[src/rtl/psq_pkg.sv]
package psq_pkg;
    typedef enum logic [2:0] {
        OP_READ  = 3'd0,
        OP_WREN  = 3'd1,
        OP_WRDIS = 3'd2,
        OP_ERASE = 3'd3,
        OP_ERAL  = 3'd4,
        OP_WRITE = 3'd5,
        OP_WRAL  = 3'd6,
        OP_NOP   = 3'd7
    } psq_op_e;

    typedef enum logic [2:0] {
        ST_IDLE  = 3'd0,
        ST_WORD  = 3'd1,
        ST_WORD2 = 3'd2,
        ST_CLR   = 3'd3,
        ST_FILL  = 3'd4,
        ST_HOLD  = 3'd5
    } psq_state_e;
endpackage

[src/rtl/psq_timer.sv]
module psq_timer #(
    parameter int TW = 8
) (
    input  logic          clk,
    input  logic          rst_n,
    input  logic          load,
    input  logic          run,
    input  logic [TW-1:0] load_val,
    output logic          zero
);
    logic [TW-1:0] cnt_q;

    always_ff @(posedge clk or negedge rst_n) begin
        if (!rst_n) begin
            cnt_q <= '0;
        end else if (load) begin
            cnt_q <= load_val;
        end else if (run && (cnt_q != '0)) begin
            cnt_q <= cnt_q - 1'b1;
        end
    end

    assign zero = (cnt_q == '0);


    zero_hold_chk: assert property (@(posedge clk) disable iff (!rst_n)
        (zero && !load) |=> zero);
endmodule

[src/rtl/psq_status.sv]
module psq_status #(
    parameter int MIN_DESEL = 63
) (
    input  logic clk,
    input  logic rst_n,
    input  logic cs,
    input  logic start_bit,
    input  logic busy,
    input  logic arm,
    output logic status_oe
);
    localparam int LW = $clog2(MIN_DESEL + 1) + 1;

    logic [LW-1:0] low_cnt_q;
    logic          cs_q;
    logic          armed_q;
    logic          clr_q;
    logic          oe_q;
    logic          desel_ok;
    logic          cs_rise;

    assign desel_ok = (low_cnt_q >= LW'(MIN_DESEL));
    assign cs_rise  = cs && !cs_q;

    always_ff @(posedge clk or negedge rst_n) begin
        if (!rst_n) begin
            low_cnt_q <= '0;
            cs_q      <= 1'b0;
        end else begin
            cs_q <= cs;
            if (cs) begin
                low_cnt_q <= '0;
            end else if (!desel_ok) begin
                low_cnt_q <= low_cnt_q + 1'b1;
            end
        end
    end

    always_ff @(posedge clk or negedge rst_n) begin
        if (!rst_n) begin
            armed_q <= 1'b0;
            clr_q   <= 1'b0;
        end else if (arm) begin
            armed_q <= 1'b1;
            clr_q   <= 1'b0;
        end else if (!cs && clr_q) begin
            armed_q <= 1'b0;
            clr_q   <= 1'b0;
        end else if (start_bit && oe_q && !busy) begin
            clr_q <= 1'b1;
        end
    end

    always_ff @(posedge clk or negedge rst_n) begin
        if (!rst_n) begin
            oe_q <= 1'b0;
        end else if (!cs) begin
            oe_q <= 1'b0;
        end else if (cs_rise && desel_ok && armed_q) begin
            oe_q <= 1'b1;
        end
    end

    assign status_oe = oe_q;


    oe_off_chk: assert property (@(posedge clk) disable iff (!rst_n)
        !cs |=> !status_oe);


    armed_busy_chk: assert property (@(posedge clk) disable iff (!rst_n)
        busy |-> armed_q);


    clear_hide_chk: assert property (@(posedge clk) disable iff (!rst_n)
        (!armed_q && cs && $past(cs)) |-> !status_oe);
endmodule

[src/rtl/psq_ctrl.sv]
module psq_ctrl
    import psq_pkg::*;
#(
    parameter int DEPTH_B = 1024,
    parameter int AW      = 10,
    parameter int TW      = 22,
    parameter int T_PROG  = 1250000,
    parameter int T_ERAL  = 1500000,
    parameter int T_WRAL  = 3750000
) (
    input  logic          clk,
    input  logic          rst_n,
    input  logic          cmd_valid,
    input  logic [2:0]    cmd_op,
    input  logic [AW-1:0] cmd_addr,
    input  logic [15:0]   cmd_data,
    input  logic          org_x16,
    input  logic          prog_en,
    input  logic          tmr_zero,
    output logic          go,
    output logic          busy,
    output logic [TW-1:0] tmr_load_val,
    output logic          ram_we,
    output logic [AW-1:0] ram_addr,
    output logic [7:0]    ram_wdata
);
    localparam logic [AW-1:0] LAST_B = AW'(DEPTH_B - 1);

    psq_state_e    state_q, state_d;
    psq_op_e       op_in;
    psq_op_e       op_q;
    logic [AW-1:0] ptr_q;
    logic [15:0]   data_q;
    logic          x16_q;
    logic          wen_q;
    logic          idle;
    logic          is_prog;
    logic          ptr_last;
    logic [AW-1:0] word_base;

    assign op_in    = psq_op_e'(cmd_op);
    assign idle     = (state_q == ST_IDLE);
    assign busy     = !idle;
    assign ptr_last = (ptr_q == LAST_B);
    assign is_prog  = (op_in == OP_ERASE) || (op_in == OP_ERAL) ||
                      (op_in == OP_WRITE) || (op_in == OP_WRAL);
    assign go       = cmd_valid && idle && is_prog && wen_q && prog_en;
    assign word_base = org_x16 ? {cmd_addr[AW-2:0], 1'b0} : cmd_addr;

    always_comb begin
        unique case (op_in)
            OP_ERAL: tmr_load_val = TW'(T_ERAL - 1);
            OP_WRAL: tmr_load_val = TW'(T_WRAL - 1);
            default: tmr_load_val = TW'(T_PROG - 1);
        endcase
    end

    // write-enable latch: only idle strobes may touch it
    always_ff @(posedge clk or negedge rst_n) begin
        if (!rst_n) begin
            wen_q <= 1'b0;
        end else if (cmd_valid && idle) begin
            if (op_in == OP_WREN) begin
                wen_q <= 1'b1;
            end else if (op_in == OP_WRDIS) begin
                wen_q <= 1'b0;
            end
        end
    end

    // next-state logic
    always_comb begin
        state_d = state_q;
        unique case (state_q)
            ST_IDLE: begin
                if (go) begin
                    if (op_in == OP_ERAL || op_in == OP_WRAL) begin
                        state_d = ST_CLR;
                    end else begin
                        state_d = ST_WORD;
                    end
                end
            end
            ST_WORD:  state_d = x16_q ? ST_WORD2 : ST_HOLD;
            ST_WORD2: state_d = ST_HOLD;
            ST_CLR: begin
                if (ptr_last) begin
                    state_d = (op_q == OP_WRAL) ? ST_FILL : ST_HOLD;
                end
            end
            ST_FILL: begin
                if (ptr_last) begin
                    state_d = ST_HOLD;
                end
            end
            ST_HOLD: begin
                if (tmr_zero) begin
                    state_d = ST_IDLE;
                end
            end
            default: state_d = ST_IDLE;
        endcase
    end

    // state register
    always_ff @(posedge clk or negedge rst_n) begin
        if (!rst_n) begin
            state_q <= ST_IDLE;
        end else begin
            state_q <= state_d;
        end
    end

    // operand capture and byte pointer
    always_ff @(posedge clk or negedge rst_n) begin
        if (!rst_n) begin
            op_q   <= OP_NOP;
            ptr_q  <= '0;
            data_q <= '0;
            x16_q  <= 1'b0;
        end else begin
            unique case (state_q)
                ST_IDLE: begin
                    if (go) begin
                        op_q   <= op_in;
                        data_q <= cmd_data;
                        x16_q  <= org_x16;
                        ptr_q  <= (op_in == OP_ERAL || op_in == OP_WRAL) ? '0 : word_base;
                    end
                end
                ST_WORD:  ptr_q <= ptr_q + 1'b1;
                ST_CLR:   ptr_q <= ptr_last ? '0 : ptr_q + 1'b1;
                ST_FILL:  ptr_q <= ptr_q + 1'b1;
                default:  ptr_q <= ptr_q;
            endcase
        end
    end

    // RAM write port
    always_comb begin
        ram_we    = 1'b0;
        ram_addr  = ptr_q;
        ram_wdata = 8'hFF;
        unique case (state_q)
            ST_WORD: begin
                ram_we = 1'b1;
                if (op_q == OP_WRITE) begin
                    ram_wdata = x16_q ? data_q[15:8] : data_q[7:0];
                end
            end
            ST_WORD2: begin
                ram_we = 1'b1;
                if (op_q == OP_WRITE) begin
                    ram_wdata = data_q[7:0];
                end
            end
            ST_CLR: begin
                ram_we = 1'b1;
            end
            ST_FILL: begin
                ram_we    = 1'b1;
                ram_wdata = (x16_q && !ptr_q[0]) ? data_q[15:8] : data_q[7:0];
            end
            default: ram_we = 1'b0;
        endcase
    end


    go_guard_chk: assert property (@(posedge clk) disable iff (!rst_n)
        $rose(busy) |-> $past(wen_q && prog_en));


    latch_frozen_chk: assert property (@(posedge clk) disable iff (!rst_n)
        busy |=> $stable(wen_q));


    sweep_fit_chk: assert property (@(posedge clk) disable iff (!rst_n)
        (busy && tmr_zero) |-> (state_q == ST_HOLD));


    busy_end_chk: assert property (@(posedge clk) disable iff (!rst_n)
        $fell(busy) |-> $past(tmr_zero));
endmodule

[src/rtl/prog_sequencer.sv]
module prog_sequencer #(
    parameter int DEPTH_B   = 1024,
    parameter int T_PROG    = 1250000,
    parameter int T_ERAL    = 1500000,
    parameter int T_WRAL    = 3750000,
    parameter int MIN_DESEL = 63,
    parameter int AW        = $clog2(DEPTH_B)
) (
    input  logic          clk,
    input  logic          rst_n,
    input  logic          cmd_valid,
    input  logic [2:0]    cmd_op,
    input  logic [AW-1:0] cmd_addr,
    input  logic [15:0]   cmd_data,
    input  logic          org_x16,
    input  logic          prog_en,
    input  logic          cs,
    input  logic          start_bit,
    output logic          ram_we,
    output logic [AW-1:0] ram_addr,
    output logic [7:0]    ram_wdata,
    output logic          status_oe,
    output logic          status_do
);
    localparam int TMAX_A = (T_PROG > T_ERAL) ? T_PROG : T_ERAL;
    localparam int TMAX   = (TMAX_A > T_WRAL) ? TMAX_A : T_WRAL;
    localparam int TW     = $clog2(TMAX + 1);

    logic          go;
    logic          busy;
    logic          tmr_zero;
    logic [TW-1:0] tmr_load_val;

    psq_ctrl #(
        .DEPTH_B (DEPTH_B),
        .AW      (AW),
        .TW      (TW),
        .T_PROG  (T_PROG),
        .T_ERAL  (T_ERAL),
        .T_WRAL  (T_WRAL)
    ) u_ctrl (
        .clk          (clk),
        .rst_n        (rst_n),
        .cmd_valid    (cmd_valid),
        .cmd_op       (cmd_op),
        .cmd_addr     (cmd_addr),
        .cmd_data     (cmd_data),
        .org_x16      (org_x16),
        .prog_en      (prog_en),
        .tmr_zero     (tmr_zero),
        .go           (go),
        .busy         (busy),
        .tmr_load_val (tmr_load_val),
        .ram_we       (ram_we),
        .ram_addr     (ram_addr),
        .ram_wdata    (ram_wdata)
    );

    psq_timer #(
        .TW (TW)
    ) u_timer (
        .clk      (clk),
        .rst_n    (rst_n),
        .load     (go),
        .run      (busy),
        .load_val (tmr_load_val),
        .zero     (tmr_zero)
    );

    psq_status #(
        .MIN_DESEL (MIN_DESEL)
    ) u_status (
        .clk       (clk),
        .rst_n     (rst_n),
        .cs        (cs),
        .start_bit (start_bit),
        .busy      (busy),
        .arm       (go),
        .status_oe (status_oe)
    );

    assign status_do = !busy;


    idle_quiet_chk: assert property (@(posedge clk) disable iff (!rst_n)
        !busy |-> !ram_we);
endmodule

[config.mk]
export PLATFORM = sky130hd
export DESIGN_NAME = prog_sequencer
export DESIGN_NICKNAME = d
export VERILOG_FILES = /design/src/rtl/psq_pkg.sv /design/src/rtl/psq_timer.sv /design/src/rtl/psq_status.sv /design/src/rtl/psq_ctrl.sv /design/src/rtl/prog_sequencer.sv
export SDC_FILE = /design/constraint.sdc
export NUM_CORES = 1
export LEC_CHECK = 0
export ABC_AREA = 0
export BUFFER_PORTS_ARGS = -buffer_cell sky130_fd_sc_hd__buf_2
export CORE_MARGIN = 2
export CORE_UTILIZATION = 55
export CTS_BUF_LIST = sky130_fd_sc_hd__clkbuf_4 sky130_fd_sc_hd__clkbuf_8 sky130_fd_sc_hd__clkbuf_16
export CTS_CLUSTER_DIAMETER = 150
export DETAILED_ROUTE_END_ITERATION = 12
export PLACE_DENSITY_LB_ADDON = 0.1
export SLEW_MARGIN = 20
export SYNTH_ARGS = -nofsm -noshare
export SYNTH_HDL_FRONTEND = slang
export SYNTH_SLANG_ARGS = --single-unit
[constraint.sdc]
create_clock -name clk -period 2.5 [get_ports clk]
set_input_delay 0.125 -clock clk [delete_from_list [all_inputs] [get_ports clk]]
set_output_delay 0.125 -clock clk [all_outputs]
set_load 0.03 [all_outputs]
==> results_dict.tcl <==
set metrics [dict create \
    cap_viol_max_count 0 \
    synth_nets 473 \
    fillerInstances 552 \
    global_route_total_overflow 0 \
    gp_congestion 0.864 \
    core_area_mm2 0.00683 \
    post-cts-setup-buffer-count 0 \
    grtUsageTotal_pct 25.3 \
    floorplan.initialDensity_pct 57.1 \
    synth_seq_cells 67 \
    outcome "completed" \
    avgRoutedWirePerCell_um 15.3 \
    cell_area_reported_after_detailed_placement_mm2 0.00434 \
    drcViolationCount 0 \
    drt_wirelength_um 9400 \
    clock_insertion_delay_worst_skew_ps 350 \
    ant_nets 0 \
    cts.path.max_buffers 2 \
    ir_worst_vdd_v 0.000309 \
    vias_per_cell 5.79 \
    setup-tns-final_ps 0 \
    floorplan.die_area_mm2 0.00778 \
    grt_max_degree 36 \
    slew_worst_pin_ps 777 \
    critical_path_class "register to output port" \
    core.rowCount 30 \
    slowest_stage "sky130_fd_sc_hd__dfrtp_1" \
    worst-path-max-fanout 12 \
    p_total_uw 2050 \
    ios 57 \
    critPathArrivalTime_ps 2150 \
    slew_viol_final 0 \
    finalClockSkew_ps 12.6 \
    critical_path.endpoint_type "output port" \
    layout-drive-gt1-share_pct 21.7 \
    synthesis.instances 434 \
    clock_sink_count 67 \
    slowest_delay_ps 690 \
    drt-initial-drc-count 178 \
    final_min_period_ps 2270 \
    die_w_um 88.2 \
    area_delta_synth_final_pct 20.8 \
    grt_setup_unrepaired "false" \
    die_y_um 88.2 \
    slew_headroom_pct 48.2 \
    seq_area_frac_synth_pct 43.1 \
    cts-buffers-inserted 9 \
    number_of_enable_type_register_cells_in_the_synthesized_netlist 0 \
    tritoncts "done" \
    final_hold_viol_count 0 \
    grt_pass1_vias 3302 \
    ctsRootBufferMaster "sky130_fd_sc_hd__clkbuf_8" \
    antenna_cells 0 \
    setup_viol_count_final 0 \
    postSynth.asyncResetShare_pct 100 \
    vias 3549 \
    grt_pass1_wl_um 15400 \
    synth.cell_area_mm2 0.00390 \
    synth.yosys.warnings 0 \
    syn_avg_cell_area_um2 8.98 \
    drt_first_pass_iters 4 \
    final_nets 551 \
    finalInstanceArea_mm2 0.00471 \
    synth_cell_types 62 \
    synth_top_flop_cell "sky130_fd_sc_hd__dfrtp_1" \
    required_ps 2380 \
    cts.htree.levels 3 \
    place.detailed.hpwl_um 6530 \
    min_period_over_period_pct 90.9 \
    numPortBuffers 56 \
    crit_path_cell_trace "nand2b_1 -> mux2i_1 -> o221ai_1 -> buf_2" \
    max_clock_freq_ghz 0.440 \
    power.static_leakage_uw 0.00206 \
    crit_path_start_kind "register" \
    cts.clk_slew.worst_paths_ps 80 \
    hold_class "primary input to register" \
    grt_antenna_before_repair 0 \
    cellPowerDensity_mw_per_mm2 436 \
]
==> through the flow <==
step                setup slack, ps  util, %  hold WS, ps  cells
CTS                            98.7     68.9         37.0    613
finish                          229     68.9         52.5    613
global route                   61.2     68.9         69.3    613
detailed placement              308     63.6          251    579
global placement                358     63.6          244    579
floorplan                       370        -         -171    434
==> final cells by class <==
type	instances	area (µm²)	area share (%)
Clock buffer	9	124	2.63
Clock inverter	7	57.6	1.22
Inverter	12	45.0	0.957
Multi-Input combinational cell	332	2080	44.1
Sequential cell	67	1680	35.7
Tap cell	96	120	2.55
Timing Repair Buffer	90	606	12.9
==> synth_stat cells (all sizes together), types with 3 or more instances <==
library cell	count	share of area [%]
nand2	74	7.1
and3	6	0.96
o21a	4	0.77
nor3	8	1.2
inv	12	1.2
nand4	7	1.3
nand3	8	1.0
a21oi	28	3.7
o22ai	3	0.48
dfrtp	64	41
a31oi	5	0.80
o221ai	9	2.0
o32ai	4	0.90
clkbuf	13	1.3
nor4	9	1.8
dfstp	3	2.0
nor2b	4	0.64
nand2b	4	0.64
nor2	36	3.5
o211ai	6	1.3
mux2	8	2.3
or3	5	0.80
xnor2	6	1.3
o21ai	28	3.6
buf	10	1.3
a22o	5	1.1
xor2	10	2.2
mux2i	21	5.4
ha	3	0.96
==> report_power, final <==
group / leakage (µW) / switching [µW] / internal, µW
Combinational: 0.00119 / 57.7 / 56.6
Clock: 0.0000833 / 471 / 373
Sequential: 0.000792 / 5.57 / 1090
Total: 0.00206 / 535 / 1520
==> worst paths after layout <==
check                                              start                                end  slack, ps  depth (start not counted)
max                             u_ctrl.x16_q$_DFFE_PN0P_                       ram_wdata[5]        230                          4
min                                            cmd_op[2]         u_ctrl.op_q[2]$_DFFE_PN1P_         50                          3
min reg2reg                   u_ctrl.op_q[2]$_DFFE_PN1P_         u_ctrl.op_q[2]$_DFFE_PN1P_        470                          2
min in group asynchronous                          rst_n  u_status.low_cnt_q[6]$_DFFE_PN0P_        380                          2
max in group asynchronous                          rst_n         u_ctrl.op_q[1]$_DFFE_PN1P_       1380                          3
max reg2reg                u_timer.cnt_q[16]$_DFFE_PN0P_       u_timer.cnt_q[3]$_DFFE_PN0P_        330                          5
==> layer usage <==
metal  routed length (µm)  track usage, %  up-vias
met4                  188            11.0        0
met1                 4300            35.6     1703
met5                    0               0        -
li1                     -               -     1731
met3                  497            3.39       13
met2                 4410            39.4      102
==> placed cells by master (no fill, tap or decap), drive strengths merged, types with 3 or more instances in the layout <==
master and count:
mux2 8, nor2 36, a21oi 28, o221ai 9, a22o 5, nor3 8, dfstp 3, dlygate4sd3 18
o21a 4, mux2i 21, nor4 9, o211ai 6, buf 72, o21ai 28, nand2b 4, o22ai 3
nand4 7, nand3 8, clkinvlp 3, o32ai 4, inv 16, clkbuf 9, or3 5, a31oi 5
xnor2 6, nor2b 4, dfrtp 64, and3 6, nand2 74, xor2 10, ha 3
==> kinds of logic (layout without fill, tap and decap cells) <==
logic type / Yosys count / in the layout / synth area share, %
AO/OA/AOI/OAI: 109 / 109 / 19.0
flip-flops: 67 / 67 / 43.1
AND/OR/NAND/NOR: 175 / 175 / 21.9
adder cells (fa/ha/maj): 3 / 3 / 0.963
XOR/XNOR: 16 / 16 / 3.59
multiplexers: 29 / 29 / 7.70
buffers and inverters: 35 / 118 / 3.75
==> critical path, delay by kind of cell (launching register included) <==
kind            cells  cell delay [ps]
simple gates        1              430
compound gates      1              220
buf+inv             1              240
mux                 1              230
flops               1              690
==> sequential cells by signal, indices dropped and copies added, names as in the netlist <==
signal,cells
u_status.cs_q,1
u_status.armed_q,1
u_ctrl.wen_q,1
u_ctrl.state_q,3
u_status.clr_q,1
u_ctrl.data_q,16
u_status.low_cnt_q,7
u_ctrl.op_q,3
u_timer.cnt_q,22
u_ctrl.ram_addr,10
u_status.status_oe,1
u_ctrl.x16_q,1
==> what timing repair did <==
action,CTS,global route
hold endpoints to repair,47,0
endpoints found under the setup margin,0,4
hold buffers,18,0
resized for setup,0,1
Note: power is estimated with default switching activity, not from simulation.
